[src/rtl/timer_regif_pkg.sv]
package timer_regif_pkg;

  typedef enum logic [1:0] {
    ACC_NONE = 2'b00,
    ACC_LO   = 2'b01,
    ACC_HI   = 2'b10,
    ACC_WORD = 2'b11
  } acc_e;

  localparam logic [1:0] CTL_ADDR = 2'd3;
  localparam logic [1:0] SEL_RB   = 2'b11;

  // modes 6 and 7 alias modes 2 and 3
  function automatic logic [2:0] fold_mode(input logic [2:0] m);
    return (m[2] && m[1]) ? {1'b0, m[1:0]} : m;
  endfunction

endpackage

[src/rtl/timer_chan_core.sv]
module timer_chan_core #(
  parameter int CW = 16
) (
  input  logic          clk,
  input  logic          rst_n,
  input  logic          load_en,
  input  logic [CW-1:0] load_val,
  input  logic          ctl_wr,
  input  logic          tick,
  output logic [CW-1:0] count,
  output logic          out_lvl,
  output logic          null_cnt
);

  logic [CW-1:0] hold_q, hold_d, ce_q, ce_d;
  logic          pend_q, pend_d, null_q, null_d;
  logic          en;

  assign en = load_en | ctl_wr | tick;

  always_comb begin
    hold_d = hold_q;
    ce_d   = ce_q;
    pend_d = pend_q;
    null_d = null_q;
    if (load_en) begin
      hold_d = load_val;
      pend_d = 1'b1;
      null_d = 1'b1;
    end else if (ctl_wr) begin
      pend_d = 1'b0;
      null_d = 1'b1;
    end else if (tick) begin
      if (pend_q) begin
        ce_d   = hold_q;
        pend_d = 1'b0;
        null_d = 1'b0;
      end else begin
        ce_d = ce_q - 1'b1;
      end
    end
  end

  always_ff @(posedge clk or negedge rst_n) begin
    if (!rst_n) begin
      hold_q <= '0;
      ce_q   <= '0;
      pend_q <= 1'b0;
      null_q <= 1'b0;
    end else if (en) begin
      hold_q <= hold_d;
      ce_q   <= ce_d;
      pend_q <= pend_d;
      null_q <= null_d;
    end
  end

  assign count    = ce_q;
  assign out_lvl  = (ce_q == '0);
  assign null_cnt = null_q;

  // a tick with a waiting count loads it and clears the null flag
  assert_core_load_R11: assert property (@(posedge clk) disable iff (!rst_n)
    (tick && pend_q && !load_en && !ctl_wr) |=> (!null_cnt && count == $past(hold_q)));

  // a count write raises the null flag
  assert_core_null_set_R11: assert property (@(posedge clk) disable iff (!rst_n)
    load_en |=> null_cnt);

endmodule

[src/rtl/timer_chan_regs.sv]
module timer_chan_regs
  import timer_regif_pkg::*;
#(
  parameter int DW = 8,
  localparam int CW = 2 * DW
) (
  input  logic          clk,
  input  logic          rst_n,
  input  logic          ctl_wr,
  input  acc_e          ctl_acc,
  input  logic [2:0]    ctl_mode,
  input  logic          ctl_bcd,
  input  logic          cnt_latch,
  input  logic          sts_latch,
  input  logic          data_wr,
  input  logic          data_rd,
  input  logic [DW-1:0] wdata,
  input  logic [CW-1:0] live_cnt,
  input  logic          live_out,
  input  logic          null_cnt,
  output logic [DW-1:0] rdata,
  output logic          load_en,
  output logic [CW-1:0] load_val
);

  acc_e          acc_q, acc_d, cl_q, cl_d;
  logic [2:0]    mode_q, mode_d;
  logic          bcd_q, bcd_d, rd_hi_q, rd_hi_d, wr_hi_q, wr_hi_d, sl_q, sl_d;
  logic [DW-1:0] wlat_q, wlat_d, sts_q, sts_d;
  logic [CW-1:0] cnt_q, cnt_d;
  logic          en;

  assign en = ctl_wr | cnt_latch | sts_latch | data_wr | data_rd;

  always_comb begin
    acc_d   = acc_q;   mode_d = mode_q;   bcd_d = bcd_q;
    rd_hi_d = rd_hi_q; wr_hi_d = wr_hi_q; wlat_d = wlat_q;
    cl_d    = cl_q;    cnt_d  = cnt_q;    sl_d  = sl_q;  sts_d = sts_q;
    load_en  = 1'b0;
    load_val = '0;
    if (ctl_wr) begin
      acc_d   = ctl_acc;
      mode_d  = fold_mode(ctl_mode);
      bcd_d   = ctl_bcd;
      rd_hi_d = 1'b0;
      wr_hi_d = 1'b0;
    end
    if (cnt_latch && cl_q == ACC_NONE) begin
      cnt_d = live_cnt;
      cl_d  = acc_q;
    end
    if (sts_latch && !sl_q) begin
      sts_d = DW'({live_out, null_cnt, acc_q, mode_q, bcd_q});
      sl_d  = 1'b1;
    end
    if (data_wr) begin
      case (acc_q)
        ACC_HI: begin
          load_en  = 1'b1;
          load_val = {wdata, {DW{1'b0}}};
        end
        ACC_WORD: begin
          if (!wr_hi_q) begin
            wlat_d  = wdata;
            wr_hi_d = 1'b1;
          end else begin
            load_en  = 1'b1;
            load_val = {wdata, wlat_q};
            wr_hi_d  = 1'b0;
          end
        end
        default: begin
          load_en  = 1'b1;
          load_val = {{DW{1'b0}}, wdata};
        end
      endcase
    end
    if (data_rd) begin
      if (sl_q) begin
        sl_d = 1'b0;
      end else if (cl_q != ACC_NONE) begin
        cl_d = (cl_q == ACC_WORD) ? ACC_HI : ACC_NONE;
      end else if (acc_q == ACC_WORD) begin
        rd_hi_d = !rd_hi_q;
      end
    end
  end

  always_comb begin
    if (sl_q)
      rdata = sts_q;
    else if (cl_q != ACC_NONE)
      rdata = (cl_q == ACC_HI) ? cnt_q[CW-1:DW] : cnt_q[DW-1:0];
    else if (acc_q == ACC_HI || (acc_q == ACC_WORD && rd_hi_q))
      rdata = live_cnt[CW-1:DW];
    else
      rdata = live_cnt[DW-1:0];
  end

  always_ff @(posedge clk or negedge rst_n) begin
    if (!rst_n) begin
      acc_q   <= ACC_WORD; mode_q  <= '0;   bcd_q  <= 1'b0;
      rd_hi_q <= 1'b0;     wr_hi_q <= 1'b0; wlat_q <= '0;
      cl_q    <= ACC_NONE; cnt_q   <= '0;   sl_q   <= 1'b0; sts_q <= '0;
    end else if (en) begin
      acc_q   <= acc_d;   mode_q  <= mode_d;  bcd_q  <= bcd_d;
      rd_hi_q <= rd_hi_d; wr_hi_q <= wr_hi_d; wlat_q <= wlat_d;
      cl_q    <= cl_d;    cnt_q   <= cnt_d;   sl_q   <= sl_d;  sts_q <= sts_d;
    end
  end

  // the read that returns a frozen status releases it
  assert_sts_release_R9: assert property (@(posedge clk) disable iff (!rst_n)
    (data_rd && sl_q && !sts_latch) |=> !sl_q);

  // a frozen count is kept until it is read
  assert_cnt_frozen_R3: assert property (@(posedge clk) disable iff (!rst_n)
    (cl_q != ACC_NONE && !data_rd) |=> ($stable(cnt_q) && cl_q == $past(cl_q)));

  // the first byte in word mode is held and nothing is loaded
  assert_word_first_R5: assert property (@(posedge clk) disable iff (!rst_n)
    (data_wr && acc_q == ACC_WORD && !wr_hi_q && !ctl_wr) |=> (wr_hi_q && wlat_q == $past(wdata)));

  // programming restarts byte ordering
  assert_seq_restart_R6: assert property (@(posedge clk) disable iff (!rst_n)
    ctl_wr |=> (!rd_hi_q && !wr_hi_q));

  // a frozen word count moves on to its high byte after one read
  assert_word_latch_R10: assert property (@(posedge clk) disable iff (!rst_n)
    (data_rd && !sl_q && cl_q == ACC_WORD && !cnt_latch) |=> cl_q == ACC_HI);

endmodule

[src/rtl/timer_regif.sv]
module timer_regif
  import timer_regif_pkg::*;
#(
  parameter int DW  = 8,
  parameter int NCH = 3,
  localparam int CW = 2 * DW
) (
  input  logic           clk,
  input  logic           rst_n,
  input  logic [1:0]     addr,
  input  logic           wr_en,
  input  logic           rd_en,
  input  logic [DW-1:0]  wdata,
  output logic [DW-1:0]  rdata,
  input  logic [NCH-1:0] tick,
  output logic [NCH-1:0] ch_out
);

  logic rst_meta_q, rst_sync_n;

  always_ff @(posedge clk or negedge rst_n) begin
    if (!rst_n) begin
      rst_meta_q <= 1'b0;
      rst_sync_n <= 1'b0;
    end else begin
      rst_meta_q <= 1'b1;
      rst_sync_n <= rst_meta_q;
    end
  end

  logic       is_ctl, is_rb;
  logic [1:0] sel;
  acc_e       acc;

  assign is_ctl = wr_en && (addr == CTL_ADDR);
  assign sel    = wdata[7:6];
  assign acc    = acc_e'(wdata[5:4]);
  assign is_rb  = (sel == SEL_RB);

  logic [DW-1:0] ch_rdata [NCH];

  for (genvar i = 0; i < NCH; i++) begin : g_ch
    logic          ctl_wr, cnt_latch, sts_latch, data_wr, data_rd;
    logic          load_en, out_lvl, null_cnt;
    logic [CW-1:0] load_val, live_cnt;

    assign ctl_wr    = is_ctl && !is_rb && (sel == 2'(i)) && (acc != ACC_NONE);
    assign cnt_latch = is_ctl && ((!is_rb && sel == 2'(i) && acc == ACC_NONE)
                                  || (is_rb && wdata[i+1] && !wdata[5]));
    assign sts_latch = is_ctl && is_rb && wdata[i+1] && !wdata[4];
    assign data_wr   = wr_en && (addr == 2'(i));
    assign data_rd   = rd_en && (addr == 2'(i));

    timer_chan_regs #(.DW(DW)) u_regs (
      .clk      (clk),
      .rst_n    (rst_sync_n),
      .ctl_wr   (ctl_wr),
      .ctl_acc  (acc),
      .ctl_mode (wdata[3:1]),
      .ctl_bcd  (wdata[0]),
      .cnt_latch(cnt_latch),
      .sts_latch(sts_latch),
      .data_wr  (data_wr),
      .data_rd  (data_rd),
      .wdata    (wdata),
      .live_cnt (live_cnt),
      .live_out (out_lvl),
      .null_cnt (null_cnt),
      .rdata    (ch_rdata[i]),
      .load_en  (load_en),
      .load_val (load_val)
    );

    timer_chan_core #(.CW(CW)) u_core (
      .clk     (clk),
      .rst_n   (rst_sync_n),
      .load_en (load_en),
      .load_val(load_val),
      .ctl_wr  (ctl_wr),
      .tick    (tick[i]),
      .count   (live_cnt),
      .out_lvl (out_lvl),
      .null_cnt(null_cnt)
    );

    assign ch_out[i] = out_lvl;
  end

  always_comb begin
    rdata = '0;
    for (int k = 0; k < NCH; k++)
      if (rd_en && addr == 2'(k)) rdata = ch_rdata[k];
  end

  // the control port never returns data
  assert_ctl_read_empty_R1: assert property (@(posedge clk) disable iff (!rst_sync_n)
    (rd_en && addr == CTL_ADDR) |-> (rdata == '0));

endmodule

[config.mk]
export PLATFORM = sky130hd
export DESIGN_NAME = timer_regif
export DESIGN_NICKNAME = d
export VERILOG_FILES = /design/src/rtl/timer_regif_pkg.sv /design/src/rtl/timer_chan_core.sv /design/src/rtl/timer_chan_regs.sv /design/src/rtl/timer_regif.sv
export SDC_FILE = /design/constraint.sdc
export NUM_CORES = 1
export LEC_CHECK = 0
export CAP_MARGIN = 20
export CORE_MARGIN = 2
export CORE_UTILIZATION = 45
export CTS_CLUSTER_DIAMETER = 120
export DETAILED_ROUTE_END_ITERATION = 8
export PLACE_DENSITY = 0.59
export SLEW_MARGIN = 30
export SYNTH_ARGS = -nofsm -noshare
export SYNTH_HDL_FRONTEND = slang
export SYNTH_HIERARCHICAL = 1
export SYNTH_SLANG_ARGS = --single-unit
[constraint.sdc]
create_clock -name clk -period 8.97 [get_ports clk]
set_clock_uncertainty 0.15 [all_clocks]
set_input_delay 0.897 -clock clk [delete_from_list [all_inputs] [get_ports clk]]
set_output_delay 0.897 -clock clk [all_outputs]
set_load 0.005 [all_outputs]
; Word-level counts from Yosys, hierarchy flattened
; Cells that the tools add are included.
[op_classes]
add_sub_neg = 3
n_eq_ne = 18
n_mux = 109
bitwise = 27
n_reduce_logical = 104
[ops]
columns = op, count
row1 = $mux W16, 9
row2 = $mux W8, 15
row3 = $pmux W16 S2, 3
row4 = $mux W1, 66
row5 = $logic_not A16 Y1, 3
row6 = $sub A16 B1 Y16 const B, 3
row7 = $logic_and A1 B1 Y1, 46
row8 = $eq A2 B2 Y1 const B, 16
row9 = $mux W2, 15
row10 = $reduce_and A2 Y1, 15
row11 = $reduce_and A4 Y1, 6
row12 = $or A1 B1 Y1, 18
row13 = $reduce_bool A3 Y1, 6
row14 = $logic_not A2 Y1, 6
row15 = $logic_not A1 Y1, 9
row16 = $not A1 Y1, 9
row17 = $reduce_and A3 Y1, 3
row18 = $reduce_bool A2 Y1, 4
row19 = $logic_or A1 B1 Y1, 6
row20 = $eq A2 B1 Y1 const B, 2
row21 = $mux W3, 1
[totals]
register_bits = 233
in_bits = 17
output_inout_bits = 11
elab_cells = 305

; Depth between registers and ports, before layout
; Gate-level depths: netlist of the first run.
[logic_depth]
word_depth = 11
mapped_depth = 12

; Hierarchy
; The synthesis of the first run kept the hierarchy.
[modules_own_cells]
columns = module, n_inst, cells_per_inst, area_each_um2, seq_area_each_um2
row1 = timer_chan_regs, 3, 208, 2255.9, 1078.5
row2 = timer_chan_core (g_ch[0].u_core ...), 2, 168, 1716.6, 850.8
row3 = timer_chan_core (g_ch[2].u_core), 1, 162, 1686.6, 850.8
row4 = timer_regif, 1, 72, 536.8, 50.0

; Worst setup path before layout of the first run
; No wires, ideal clock.
[synth_timing]
path_type = input to register
start = input port addr[0]
end = register g_ch[2].u_core.hold_q[10]
t_arrival_ps = 2850
required_ps = 8695
setup_slack_ps = 5845
cell_stages = 8
n_path_buf = 5
path_cell_list = buf_6 -> buf_2 -> and3b_1 -> clkbuf_1 -> o21a_1 -> clkbuf_1 -> clkbuf_1 -> mux2_2
[synth_between]
word_cells_on_any_way = 12
cone_classes = 2 x eq/ne / 2 x mux / 2 x bitwise / 6 x reduce/logical
[synth_rtl]
columns = element, line_no
row1 = start: declaration, timer_regif.sv:10  ; input logic [1:0] addr,
row2 = $eq A2 B2 Y1 *, timer_regif.sv:51  ; assign data_wr = wr_en && (addr == 2'(i));
row3 = $logic_and A1 B1 Y1 *, timer_regif.sv:51
row4 = via g_ch[2].data_wr, timer_regif.sv:43  ; logic ctl_wr, cnt_latch, sts_latch, data_wr, data_rd;
row5 = $mux W1 *, timer_chan_regs.sv:56  ; if (data_wr) begin
row6 = via g_ch[2].load_en, timer_regif.sv:44  ; logic load_en, out_lvl, null_cnt;
row7 = $or A1 B1 Y1 (2 in series), timer_chan_core.sv:19  ; assign en = load_en | ctl_wr | tick;
row8 = $reduce_and A2 Y1 (no source line) *, n/a
row9 = end signal: assignment, timer_chan_core.sv:51  ; hold_q <= hold_d;
row10 = end: declaration, timer_chan_core.sv:15  ; logic [CW-1:0] hold_q, hold_d, ce_q, ce_d;
; Mark *: on every way through the listed nets, which the timed path passes. The rest lies on a longest branch.
; A chain may end at the register's enable or synchronous reset.

==> flow_summary_export.csv, run 1 <==
group,metric,value,unit
run_status,status,"complete, no violations",
layout,antenna_cells,0,
setup_path,crit_path_end_kind,"output port",
global_route,grt_pass1_vias,8864,
clock_network,cts-htree-levels,1,
timing,rsz0062_at_grt,"no",
layout,fillers,2493,
clock_network,cts.sinks,233,
timing,setup_tns,0,ps
timing,setup_viol,0,
clock_network,cts-root-buf,"clkbuf_16",
floorplan,core-area,27030,µm²
timing,period_share,0.4866,
setup_path,reg2regPathDepth,6,
floorplan,initial_utilization,0.4597,
floorplan,dieWidth,170.2,µm
setup_path,rr_startpoint,"g_ch[2].u_regs/acc_q[1]",
global_route,grt_pass1_wl,50.91,mm
global_route,antenna_found_initial,1,
route,wl_per_cell,20.42,µm
clock_network,cts-resized-gates,0,
clock_network,clkTransAtPathRegs,60,ps
power,power_density,259.4,nW/µm²
synthesis,ys_ff_latch,233,
layout,instances_no_fill,1544,
global_route,grt_use_total,0.2216,
global_route,grt_max_degree,81,
power,p_leak,5.894,nW
synthesis,syn_area_per_cell,10.41,µm²
setup_path,timing.rr.end,"g_ch[2].u_core/count[7]",
route,ant_nets,0,
timing,drv_slew,0,
setup_path,startpoint_type,"flop",
place,dp_cells,1493,
synthesis,synth_ff_type,"dfrtp_1",
route,drt-initial-drc-count,828,
global_route,gr-usage-met1,0.3357,
timing,fin_crit,4365,ps
clock_network,clockBufferDepth,3,
synthesis,syn_nets,1214,
synthesis,synthCells,1194,
clock_network,cts_setup_buffers,0,
synthesis,ys_seq_area_frac,0.4699,
clock_network,cts_tree,"done",
route,vias,9230,
run,maxCapViolCount,0,
setup_path,cp.arrival,3320,ps
synthesis,yosysWarnings,6,
place,gp_congestion,0.8152,
global_route,met3_usage,0.02558,
place,hpwl,20.62,mm
floorplan,die-area,28950,µm²
power,irDropWorstVdd,0.1388,mV
timing,relSlewSlack,0.3880,
route,dr.pass1.iters,5,
layout,fin_nets,1202,
global_route,grtUsageMet2,0.3365,
layout,final_layout_size_suffix_gt1_frac,0.2111,
route,vias_per_cell,5.978,
clock_network,cts_hold_buf,0,
global_route,overflow,0,
global_route,busiest_layer,"met2",
timing,timing.fmax,0.2291,GHz
synthesis,ys_types,69,
route,drc,0,
route,routed_wl,31.52,mm
timing,hold_viol_final,0,
floorplan,io_pins,28,
synthesis,synth-edff-count,0,
place,io_buffers,27,
synthesis,async_reset_ff_frac,1.000,
layout,area_delta_synth_final,10.58,%
setup_path,rrSetupSlack,5730,ps
setup_path,required,7920,ps
setup_path,crit_fanout,14,
floorplan,die_h,170.2,µm
worst_hold_path,hp-class,"flop to async pin",
timing,max_slew.worst_pin.slew,918.0,ps
floorplan,rows,60,
clock_network,cts_buffers,27,
setup_path,crit_type,"flop to output port",
clock_network,clkLatencyLatePin,540,ps
synthesis,syn_area,12420,µm²
Yosys cell counts (all sizes together) (3+ instances only):
master	number	share of area
nor2b	15	0.0076
a21boi	24	0.015
a211o	3	0.0021
and3b	3	0.0021
nor4	21	0.014
nand3	45	0.019
dfstp	6	0.013
and2	40	0.020
buf	50	0.030
or4	9	0.0060
nand2b	9	0.0045
o21a	6	0.0036
mux2i	14	0.011
clkbuf	40	0.012
nor3	36	0.015
o211ai	24	0.015
a311o	4	0.0032
nand4b	3	0.0021
nor2	37	0.012
nand3b	12	0.0073
dfrtp	227	0.46
nand2	97	0.029
a221oi	26	0.018
o22ai	16	0.0081
mux2	133	0.13
nand4	38	0.022
a32oi	24	0.017
o21ai	74	0.030
a21o	9	0.0056
ha	3	0.0030
or3b	4	0.0028
inv	50	0.015
a22o	3	0.0021
a211oi	5	0.0030
a22oi	8	0.0048
a21oi	35	0.014
nor3b	14	0.011
and3	11	0.0057
where the power goes:
| group | internal (mW) | switching (mW) |
|---|---|---|
| registers | 1.29 | 0.309 |
| logic | 0.387 | 0.437 |
| clock network | 0.685 | 0.452 |
| total | 2.37 | 1.20 |
logic make-up (layout without fill, tap and decap cells):
logic type | count (synthesis) | count (layout) | synth area share
multiplexers | 147 | 147 | 0.1391
flip-flops | 233 | 233 | 0.4699
AO/OA/AOI/OAI | 273 | 273 | 0.1491
adder cells (fa/ha/maj) | 3 | 3 | 0.003021
other | 1 | 1 | 0.0003018
AND/OR/NAND/NOR | 396 | 396 | 0.1813
buffers and inverters | 141 | 150 | 0.05730
metal layers:
layer | wire length, µm | share of wire
met3 | 1279 | 0.041
met1 | 15320 | 0.49
met5 | 0 | 0
met2 | 14160 | 0.45
met4 | 765 | 0.024
final cells by class:
type | instances | area, µm² | share of cell area
Tap cell | 341 | 426.7 | 0.03105
Multi-Input combinational cell | 820 | 5899 | 0.4294
Clock buffer | 30 | 706.9 | 0.05145
Clock inverter | 20 | 217.7 | 0.01585
Sequential cell | 233 | 5843 | 0.4253
Inverter | 51 | 191.4 | 0.01393
Timing Repair Buffer | 49 | 454.2 | 0.03306
stage by stage:
stage                       util  setup WS [ps]  total power, mW  hold WS, ps  instance area (µm²)
after floorplan                -           1857            2.162        181.2                12420
after global placement    0.4726           4259            2.410        101.8                12770
after detailed placement  0.4731           4217            2.432        99.46                12790
after CTS                 0.5073           4574            3.580        103.7                13710
after global routing      0.5084           4421            3.767        129.5                13740
final                     0.5084           4605            3.564        90.03                13740
sequential cells by signal (all words and copies together), names as in the netlist:
register and count:
g_ch.u_regs/sl_q 3, g_ch.u_regs/acc_q 6, g_ch.u_regs/cl_q 6, rst_sync_n 1
g_ch.u_regs/bcd_q 3, g_ch.u_regs/cnt_q 48, g_ch.u_core/hold_q 48, g_ch.u_regs/sts_q 24
g_ch.u_core/null_cnt 3, g_ch.u_regs/wlat_q 24, g_ch.u_regs/mode_q 9, g_ch.u_core/count 48
g_ch.u_core/pend_q 3, g_ch.u_regs/wr_hi_q 3, rst_meta_q 1, g_ch.u_regs/rd_hi_q 3
worst max-delay path by stage:
stage,start,to,cells past startpoint
3_3_place_gp,addr[0],g_ch[2].u_core/count[7],7
4_1_cts,g_ch[1].u_regs/cl_q[0],rdata[7],7
6_report,g_ch[0].u_regs/cl_q[0],rdata[6],7
3_5_place_dp,addr[0],g_ch[2].u_core/count[7],7
5_1_grt,g_ch[0].u_regs/cl_q[0],rdata[3],7
2_1_floorplan,rst_sync_n,g_ch[0].u_core/count[0],0
cells in the final DEF, fill, tap and decap left out, types with 5 or more instances in the layout:
cell,instances
o211ai_1,24
a21boi_0,24
dfstp_2,6
o21a_1,6
and3_1,9
and2_1,38
a21oi_1,35
nand2_1,97
nor3b_1,7
clkinv_2,10
nand3b_1,12
mux2_4,24
inv_1,47
nand4_2,5
nor3_1,35
o21ai_1,8
nor4_1,16
mux2i_1,14
nand2b_1,9
nor2b_1,12
or4_1,7
nor3b_2,6
a22oi_1,8
mux2_2,109
clkbuf_16,27
o21ai_0,66
o22ai_1,16
nand3_1,44
clkdlybuf4s50_1,26
a211oi_1,5
nand4_1,33
nor2_1,34
a21o_1,7
dfrtp_1,225
a221oi_1,26
a32oi_1,24
buf_4,20
worst max-delay path, stage by stage (launching register included):
cell             delay, ps
dfrtp_1                560
nor2b_1                590
a221oi_1               190
a32oi_1                480
mux2i_1                130
o21ai_1                180
and2_1                 150
clkdlybuf4s50_1        490
Note: power is estimated with default switching activity, not from simulation.
==> run 2, diff against run 1 <==
Settings changed: PLACE_DENSITY 0.59 to 0.61.
Clock period 8.97 ns to 3.8 ns, I/O delays scaled along.
==> flow_summary_export.csv, run 2 (synthesis results as in run 1) <==
group,metric,value,unit
run_status,status,"complete, no violations",
clock_network,cts-root-buf,"clkbuf_16",
power,power_density,611.4,nW/µm²
layout,seq_area,5842,µm²
timing,fin_crit,3631,ps
timing,drv_slew,0,
global_route,grt_pass1_vias,9018,
clock_network,cts.sinks,233,
place,hpwl,21.77,mm
layout,fin_nets,1224,
timing,setup_tns,0,ps
route,drc,0,
setup_path,required,3270,ps
global_route,antenna_found_initial,3,
clock_network,cts_buffers,27,
floorplan,dieWidth,170.2,µm
power,irDropWorstVdd,0.4056,mV
worst_hold_path,hp-class,"flop to flop",
clock_network,cts-htree-levels,1,
place,place_ws,706.5,ps
setup_path,timing.rr.end,"g_ch[1].u_core/count[13]",
timing,relSlewSlack,0.4064,
clock_network,clockBufferDepth,3,
layout,final_common_cell,"dfrtp_1",
route,vias,9512,
timing,setup_ws,169.3,ps
floorplan,die-area,28950,µm²
place,gp_congestion,0.8865,
clock_network,cts_tree,"done",
timing,period_share,0.9555,
setup_path,cp.arrival,3100,ps
layout,multiInputGateArea,5893,µm²
floorplan,initial_utilization,0.4597,
global_route,grt_use_total,0.2282,
setup_path,crit_fanout,10,
setup_path,timing.critical_path.from,"g_ch[0].u_regs/acc_q[0]",
run,maxCapViolCount,0,
floorplan,rows,60,
setup_path,crit_type,"flop to output port",
route,ant_nets,0,
layout,final_layout_size_suffix_gt1_frac,0.2214,
route,drt-initial-drc-count,726,
route,vias_per_cell,6.074,
clock_network,clkTransAtPathRegs,60,ps
global_route,grt_max_degree,63,
clock_network,cts_setup_buffers,0,
layout,layout_common_cells,"226 x dfrtp_1, 109 x mux2_2, 97 x nand2_1",
route,dr.pass1.iters,5,
route,wl_per_cell,20.80,µm
power,p_leak,6.043,nW
global_route,grt_pass1_wl,51.98,mm
place,io_buffers,27,
setup_path,reg2regPathDepth,6,
setup_path,crit_path_end_kind,"output port",
setup_path,startpoint_type,"flop",
setup_path,rr_startpoint,"g_ch[1].u_regs/acc_q[1]",
setup_path,crit_end,"rdata[7]",
timing,timing.fmax,0.2754,GHz
setup_path,rrSetupSlack,790,ps
timing,setup_viol,0,
route,routed_wl,32.57,mm
floorplan,core-area,27030,µm²
timing,rsz0062_at_grt,"no",
timing,max_slew.worst_pin.slew,888.5,ps
floorplan,die_h,170.2,µm
floorplan,io_pins,28,
timing,hold_viol_final,0,
layout,fillers,2443,
clock_network,clkLatencyLatePin,530,ps
layout,area_delta_synth_final,12.34,%
global_route,overflow,0,
run 2: cell count changes in the layout (fill, tap and decap cells not counted), sizes merged:
cell	delta
buf	+20
bufinv	-2
inv	-2
clkinv	-5
diode	+1
clkbuf	+12
clkdlybuf4s50	+1
clkinvlp	-4
dlygate4sd3	+1
run 2: where the power goes:
part | internal (mW) | switching (mW) | leakage [nW]
clock network | 1.70 | 1.04 | 0.483
registers | 3.06 | 0.710 | 2.96
logic | 0.946 | 1.08 | 2.60
run 2: final cells by class:
type                            instances  area share
Inverter                               51     0.01372
Clock inverter                          7    0.006365
Sequential cell                       233      0.4186
Timing Repair Buffer                   71     0.04590
Multi-Input combinational cell        820      0.4222
Antenna cell                            1   0.0001793
Tap cell                              341     0.03057
Clock buffer                           42     0.06248
run 2: per-layer routing:
layer,part of all wire,vias up,track usage
met5,0.00068,-,0
met4,0.027,4,0.06540
met3,0.053,65,0.03953
met2,0.43,270,0.3346
met1,0.49,4762,0.3454
li1,-,4411,-
run 2: what timing repair did:
action,CTS,global route
hold buffers,1,0
setup endpoints to repair,0,4
hold endpoints to repair,2,0
resized for setup,0,4
run 2: how the worst min path moves through the flow:
stage                          start    endpoint  slack [ps]  cells after the start
after floorplan                rst_n  rst_meta_q         -70                      0
after global placement    rst_meta_q  rst_sync_n         190                      0
after detailed placement  rst_meta_q  rst_sync_n         190                      0
after CTS                 rst_meta_q  rst_sync_n         200                      0
after global routing      rst_meta_q  rst_sync_n         200                      0
final                     rst_meta_q  rst_sync_n         200                      0
run 2: stage by stage:
stage               total power, mW  cells  cell area, µm²  utilization  hold WS, ps
global placement              5.728   1515           12970       0.4800        185.2
global route                  8.986   1566           13960       0.5164        203.3
finish                        8.534   1566           13960       0.5164        197.8
CTS                           8.546   1565           13940       0.5159        202.1
floorplan                     5.101   1194           12430            -       -65.59
detailed placement            5.779   1515           12970       0.4800        188.7
run 2: worst max-delay path, stage by stage, from the launching register on:
cell and delay [ps]:
dfstp_2 630, nor2b_2 370, o211ai_1 140, a32oi_1 500, mux2i_1 150, o21ai_1 150
and2_1 140, clkdlybuf4s50_1 500
